`src/rtl/i2c_irq_pkg.sv`:
```
package i2c_irq_pkg;
  localparam int STAT_W = 11;
  localparam int B_OVER   = 3;
  localparam int B_TXE    = 4;
  localparam int B_RDREQ  = 5;
  localparam int B_ABORT  = 6;
  localparam int B_RXDONE = 7;
  localparam int B_ACT    = 8;
  localparam int B_STOP   = 9;
  localparam int B_START  = 10;
  // sticky cell indices
  localparam int NSTICKY  = 7;
  localparam int S_OVER   = 0;
  localparam int S_RDREQ  = 1;
  localparam int S_ABORT  = 2;
  localparam int S_RXDONE = 3;
  localparam int S_ACT    = 4;
  localparam int S_STOP   = 5;
  localparam int S_START  = 6;
endpackage

```
`src/rtl/i2c_irq_sticky.sv`:
```
module i2c_irq_sticky (
  input  logic clk,
  input  logic rst_n,
  input  logic set,
  input  logic clr,
  output logic q
);
  always_ff @(posedge clk) begin
    if (!rst_n)   q <= 1'b0;
    else if (set) q <= 1'b1;
    else if (clr) q <= 1'b0;
  end

  // set has priority over any clear
  a_r10_set_wins: assert property (@(posedge clk) disable iff (!rst_n)
    set |=> q);
  a_r2_clear_drops: assert property (@(posedge clk) disable iff (!rst_n)
    (clr && !set) |=> !q);
  a_r2_hold: assert property (@(posedge clk) disable iff (!rst_n)
    (q && !clr) |=> q);
endmodule

```
`src/rtl/i2c_irq_txe.sv`:
```
module i2c_irq_txe #(
  parameter int LVL_W = 6
) (
  input  logic             en,
  input  logic             act,
  input  logic [LVL_W-1:0] tx_level,
  input  logic [LVL_W-1:0] tx_thresh,
  output logic             txe
);
  always_comb begin
    if (en) txe = (tx_level <= tx_thresh);
    else    txe = act;
  end
endmodule

```
`src/rtl/i2c_irq_mask.sv`:
```
module i2c_irq_mask #(
  parameter int W = 11
) (
  input  logic         clk,
  input  logic         rst_n,
  input  logic         mask_we,
  input  logic [W-1:0] mask_wdata,
  input  logic [W-1:0] status,
  output logic [W-1:0] masked,
  output logic         irq
);
  logic [W-1:0] mask_q;

  always_ff @(posedge clk) begin
    if (!rst_n)       mask_q <= '1;
    else if (mask_we) mask_q <= mask_wdata;
  end

  assign masked = status & mask_q;
  assign irq    = |masked;

  // a write lands in the next cycle
  a_r9_mask_write: assert property (@(posedge clk) disable iff (!rst_n)
    mask_we |=> (mask_q == $past(mask_wdata)));
  a_r9_mask_stable: assert property (@(posedge clk) disable iff (!rst_n)
    !mask_we |=> $stable(mask_q));
endmodule

```
`src/rtl/i2c_irq_status.sv`:
```
module i2c_irq_status
  import i2c_irq_pkg::*;
#(
  parameter int FIFO_DEPTH = 32,
  parameter int LVL_W      = $clog2(FIFO_DEPTH + 1)
) (
  input  logic              clk,
  input  logic              rst_n,
  input  logic              en,
  input  logic              act,
  input  logic              ev_start,
  input  logic              ev_stop,
  input  logic              ev_rxdone,
  input  logic              ev_abort,
  input  logic              ev_rdreq,
  input  logic              wr_cmd,
  input  logic [LVL_W-1:0]  tx_level,
  input  logic [LVL_W-1:0]  tx_thresh,
  input  logic              rd_clr_all,
  input  logic              rd_clr_start,
  input  logic              rd_clr_stop,
  input  logic              rd_clr_act,
  input  logic              rd_clr_rxdone,
  input  logic              rd_clr_abort,
  input  logic              rd_clr_rdreq,
  input  logic              rd_clr_over,
  input  logic              mask_we,
  input  logic [STAT_W-1:0] mask_wdata,
  output logic [STAT_W-1:0] status_raw,
  output logic [STAT_W-1:0] status_masked,
  output logic              irq,
  output logic              tx_flush,
  output logic              scl_hold
);
  localparam logic [LVL_W-1:0] FULL_LVL = LVL_W'(FIFO_DEPTH);

  logic [NSTICKY-1:0] s_set, s_clr, s_q;
  logic               fifo_full, txe;

  assign fifo_full = (tx_level == FULL_LVL);

  always_comb begin
    s_set[S_START]  = ev_start;
    s_clr[S_START]  = rd_clr_start | rd_clr_all;
    s_set[S_STOP]   = ev_stop;
    s_clr[S_STOP]   = rd_clr_stop | rd_clr_all;
    s_set[S_ACT]    = en & act;
    s_clr[S_ACT]    = rd_clr_act | rd_clr_all | ~en;
    s_set[S_RXDONE] = ev_rxdone;
    s_clr[S_RXDONE] = rd_clr_rxdone | rd_clr_all;
    s_set[S_ABORT]  = ev_abort;
    s_clr[S_ABORT]  = rd_clr_abort;
    s_set[S_RDREQ]  = ev_rdreq;
    s_clr[S_RDREQ]  = rd_clr_rdreq;
    s_set[S_OVER]   = wr_cmd & fifo_full;
    s_clr[S_OVER]   = rd_clr_over | rd_clr_all | (~en & ~act);
  end

  for (genvar i = 0; i < NSTICKY; i++) begin : g_sticky
    i2c_irq_sticky u_bit (
      .clk  (clk),
      .rst_n(rst_n),
      .set  (s_set[i]),
      .clr  (s_clr[i]),
      .q    (s_q[i])
    );
  end

  i2c_irq_txe #(.LVL_W(LVL_W)) u_txe (
    .en       (en),
    .act      (act),
    .tx_level (tx_level),
    .tx_thresh(tx_thresh),
    .txe      (txe)
  );

  always_comb begin
    status_raw           = '0;
    status_raw[B_START]  = s_q[S_START];
    status_raw[B_STOP]   = s_q[S_STOP];
    status_raw[B_ACT]    = s_q[S_ACT];
    status_raw[B_RXDONE] = s_q[S_RXDONE];
    status_raw[B_ABORT]  = s_q[S_ABORT];
    status_raw[B_RDREQ]  = s_q[S_RDREQ];
    status_raw[B_TXE]    = txe;
    status_raw[B_OVER]   = s_q[S_OVER];
  end

  assign tx_flush = s_q[S_ABORT];
  assign scl_hold = s_q[S_RDREQ];

  i2c_irq_mask #(.W(STAT_W)) u_mask (
    .clk       (clk),
    .rst_n     (rst_n),
    .mask_we   (mask_we),
    .mask_wdata(mask_wdata),
    .status    (status_raw),
    .masked    (status_masked),
    .irq       (irq)
  );

  // flush request survives everything but its own clear
  a_r5_flush_held: assert property (@(posedge clk) disable iff (!rst_n)
    (tx_flush && !rd_clr_abort) |=> tx_flush);
  a_r5_flush_rise: assert property (@(posedge clk) disable iff (!rst_n)
    ev_abort |=> tx_flush);
  // hold released one cycle after its clear
  a_r6_hold_release: assert property (@(posedge clk) disable iff (!rst_n)
    (rd_clr_rdreq && !ev_rdreq) |=> !scl_hold);
  a_r6_hold_rise: assert property (@(posedge clk) disable iff (!rst_n)
    ev_rdreq |=> scl_hold);
  // activity stays set while enabled and not read
  a_r3_act_sticky: assert property (@(posedge clk) disable iff (!rst_n)
    (status_raw[B_ACT] && en && !rd_clr_act && !rd_clr_all) |=> status_raw[B_ACT]);
  a_r3_act_disable: assert property (@(posedge clk) disable iff (!rst_n)
    !en |=> !status_raw[B_ACT]);
  // overflow clears once disabled and idle
  a_r8_over_idle: assert property (@(posedge clk) disable iff (!rst_n)
    (!en && !act && !(wr_cmd && fifo_full)) |=> !status_raw[B_OVER]);
  // low bits never set
  a_r1_low_zero: assert property (@(posedge clk) disable iff (!rst_n)
    status_raw[2:0] == 3'b000);
endmodule

```
`config.mk`:
```
export PLATFORM = sky130hd
export DESIGN_NAME = i2c_irq_status
export DESIGN_NICKNAME = d
export VERILOG_FILES = /design/src/rtl/i2c_irq_pkg.sv /design/src/rtl/i2c_irq_sticky.sv /design/src/rtl/i2c_irq_txe.sv /design/src/rtl/i2c_irq_mask.sv /design/src/rtl/i2c_irq_status.sv
export SDC_FILE = /design/constraint.sdc
export NUM_CORES = 1
export LEC_CHECK = 0
export BUFFER_PORTS_ARGS = -buffer_cell sky130_fd_sc_hd__clkbuf_2
export CAP_MARGIN = 15
export CORE_ASPECT_RATIO = 0.7
export CORE_MARGIN = 2
export CORE_UTILIZATION = 42
export DETAILED_ROUTE_END_ITERATION = 7
export PLACE_DENSITY = 0.83
export SLEW_MARGIN = 10
export SYNTH_ARGS = -nofsm -noshare
export SYNTH_HDL_FRONTEND = slang
export SYNTH_HIERARCHICAL = 1
export SYNTH_SLANG_ARGS = --single-unit
```
`constraint.sdc`:
```
create_clock -name clk -period 2.5 [get_ports clk]
set_clock_uncertainty 0.15 [all_clocks]
set_input_delay 0.5 -clock clk [delete_from_list [all_inputs] [get_ports clk]]
set_output_delay 0.5 -clock clk [all_outputs]
set_load 0.05 [all_outputs]
```
==> metrics <==
Critical path destination=irq; clock slew at reported path FFs=approximately 100 ps; Worst EP required=1850 ps; Final WS setup=-43.2 ps; crit path launch=tx_thresh[3]; flops & latches, synth=18; commonest non-fill, non-tap cell in the layout=clkbuf_2; via/cell ratio=about 4.6; drc violations=0; Max clock buf depth=2; Lkg Pwr=between 0.7 and 0.8 nW; RR Startpoint=g_sticky[1].u_bit/q$_SDFFE_PN0P_; Final Wtd Congestion=0.806; Hold WS=265 ps; RSZ-0062 raised after global routing=yes; Detailed Route WL=~2.6 mm; hold crit path type=in -> reg; post-route ant nets=0; crit path time final=2540 ps; Register Area=between 300 and 400 um^2; clock latency at the later pin of the worst-skew pair=~290 ps; Final Hold Fails=0; failing checks=setup timing; cell count of the worst reg-to-reg path=2; number of distinct library cells after synthesis=27; drt initial violations=13; largest family of logic cells by synthesized area=simple AND/OR/NAND/NOR gates; grt ovf=0; post-synthesis xor/xnor area fraction=0%; Synth Instances=roughly 110; Max Cap Viol=0; Post-synth EDFFs=0; DIE HEIGHT=between 40 and 50 um; H-tree levels=1; routed vias=between 900 and 1k; Avg Cell Area, Syn=around 9.5 um^2; max-slew violations=0; CTS tree=done; nets=between 200 and 250; peak supply drop=328 uV; CP startpoint kind=input port; GRT Overall Usage=a little under a fifth; CTS sink count=18; Synth Area in Simple Gates=roughly 31%; layout cells sized above 1=between 50 and 60%; Slew HR=63.2%; routed wire length per instance=around 12 um; worst slew pin tran=552 ps; top_reg_cell synth=dfxtp_1; Die ar.=slightly below 3000 um^2; final core occ=around 65%; drt pass-1 iters=4; Final HPWL DP=2.17 mm; number of global-route vias before repair=1011; mux cell area share after synthesis=a little over a tenth; Post-CTS Hold Fix Bufs=0; core area=approximately 2400 um^2; reg2reg end=g_sticky[1].u_bit/q$_SDFFE_PN0P_; R2R Setup Slk=1620 ps; pin count of the biggest net entering global routing=19; # diodes=0; critical path class=in -> out; I/O Buffers=60; Initial Utilization=43.7%; # setup viols final=1; Crit Path Max Fanout=2; synthesis-to-finish area growth=48.9%; fin crit share=102%; status=complete, but fails checks; Die Wd=~64 um; most frequent cells in the layout=55 x clkbuf_2, 18 x dfxtp_1, 12 x nand2_1; IO Count=67; share of synthesized registers carrying an async set or reset=0%; first-pass GRT wire length=approximately 4.3 mm; PwrDens=approximately 480 nW/um^2; CTS Buf Count=3; warning count from the yosys run=6; Achievable Freq=0.393 GHz; initial antenna violation count=0; # rows=15; area of the multi-input gates=roughly 700 um^2; arrival time at the worst endpoint=between 1500 and 2000 ps; CP endpoint kind=primary output; synthesized cell area=1060 um^2; compound-cell area share of the yosys netlist=approximately 9.0%; filler cell count=around 190; Clk Tree Root Cell=clkbuf_4; sequential element share of the synthesized area=34.0%; post-synthesis adder-cell area fraction=approximately 7%
[registers in the layout (all words and copies together), names as in the netlist]
name / cells
u_mask/mask_q: 11
g_sticky.u_bit/q: 7
[cells by family after synthesis]
group | Yosys count
multiplexers | 11
AO/OA/AOI/OAI | 13
AND/OR/NAND/NOR | 47
other | 1
buffers and inverters | 16
adder cells (fa/ha/maj) | 6
flip-flops | 18
[cell usage after synthesis, types with 2 or more instances]
| cell type | instances | area [um^2] |
|---|---|---|
| inv_1 | 8 | 30.0 |
| nor2b_4 | 7 | 96.3 |
| mux2i_1 | 11 | 110 |
| nor4_2 | 2 | 25.0 |
| dfxtp_1 | 18 | 360 |
| nand2_1 | 12 | 45.0 |
| or2_2 | 3 | 18.8 |
| buf_4 | 7 | 52.6 |
| o21a_1 | 7 | 52.6 |
| nor2_1 | 3 | 11.3 |
| and2_1 | 10 | 62.6 |
| nand4_1 | 2 | 12.5 |
| and2_4 | 2 | 17.5 |
| o21ai_0 | 2 | 10.0 |
| ha_1 | 6 | 75.1 |
[how the worst min path moves through the flow]
| stage | from | endpoint | slack (ps) | cells past startpoint |
|---|---|---|---|---|
| floorplan | u_mask/mask_q[10]$_SDFFE_PN1P_ | u_mask/mask_q[10]$_SDFFE_PN1P_ | 280 | 2 |
| global placement | u_mask/mask_q[6]$_SDFFE_PN1P_ | u_mask/mask_q[6]$_SDFFE_PN1P_ | 290 | 2 |
| detailed placement | u_mask/mask_q[1]$_SDFFE_PN1P_ | u_mask/mask_q[1]$_SDFFE_PN1P_ | 300 | 2 |
| CTS | ev_stop | g_sticky[5].u_bit/q$_SDFFE_PN0P_ | 260 | 2 |
| global route | ev_rdreq | g_sticky[1].u_bit/q$_SDFFE_PN0P_ | 250 | 2 |
| finish | ev_stop | g_sticky[5].u_bit/q$_SDFFE_PN0P_ | 260 | 2 |
[power by group]
group | switching [W] | internal (W)
Clock | 0.0000894 | 0.0000887
Sequential | 0.00000991 | 0.000303
Combinational | 0.000162 | 0.000108
[metrics by stage]
stage / worst slack (ps) / power (W) / area [um^2] / setup TNS, ps / cells
after floorplan: -103 / 0.000499 / 1160 / -103 / 117
after global placement: -118 / 0.000569 / 1480 / -118 / 206
after detailed placement: -159 / 0.000578 / 1480 / -171 / 206
after CTS: -32.8 / 0.000762 / 1570 / -32.8 / 210
after global routing: -122 / 0.000802 / 1580 / -122 / 211
final: -43.2 / 0.000762 / 1580 / -43.2 / 211
[area by class of cell]
class                   count  area share (%)
inverters                   8            3.33
multi-input cells          83            44.0
well taps                  34            2.70
repair buffers             64            24.8
clock buffers               4            2.30
flip-flops and latches     18            22.9
[critical path: stages]
cell	delay (ps)
clkbuf_8	110
inv_8	30
ha_4	250
nand4_1	110
o21bai_1	190
a41o_1	200
and2_4	140
nor2_2	70
nand4_1	90
clkbuf_8	200
[routing by layer]
| metal | wire (um) | vias to the layer above | track usage (%) |
|---|---|---|---|
| met5 | 0 | - | 0 |
| met4 | 12 | 0 | 5.22 |
| met3 | 158 | 2 | 5.20 |
| met2 | 1390 | 34 | 36.5 |
| met1 | 1060 | 448 | 20.7 |
| li1 | - | 495 | - |
[what timing repair did]
item                                    4_1_cts  5_1_grt
setup buffers                                 0        1
endpoints found under the setup margin        2        2
resized for setup                             8        1
pin swaps                                     1        0
Note: power is estimated with default switching activity, not from simulation.
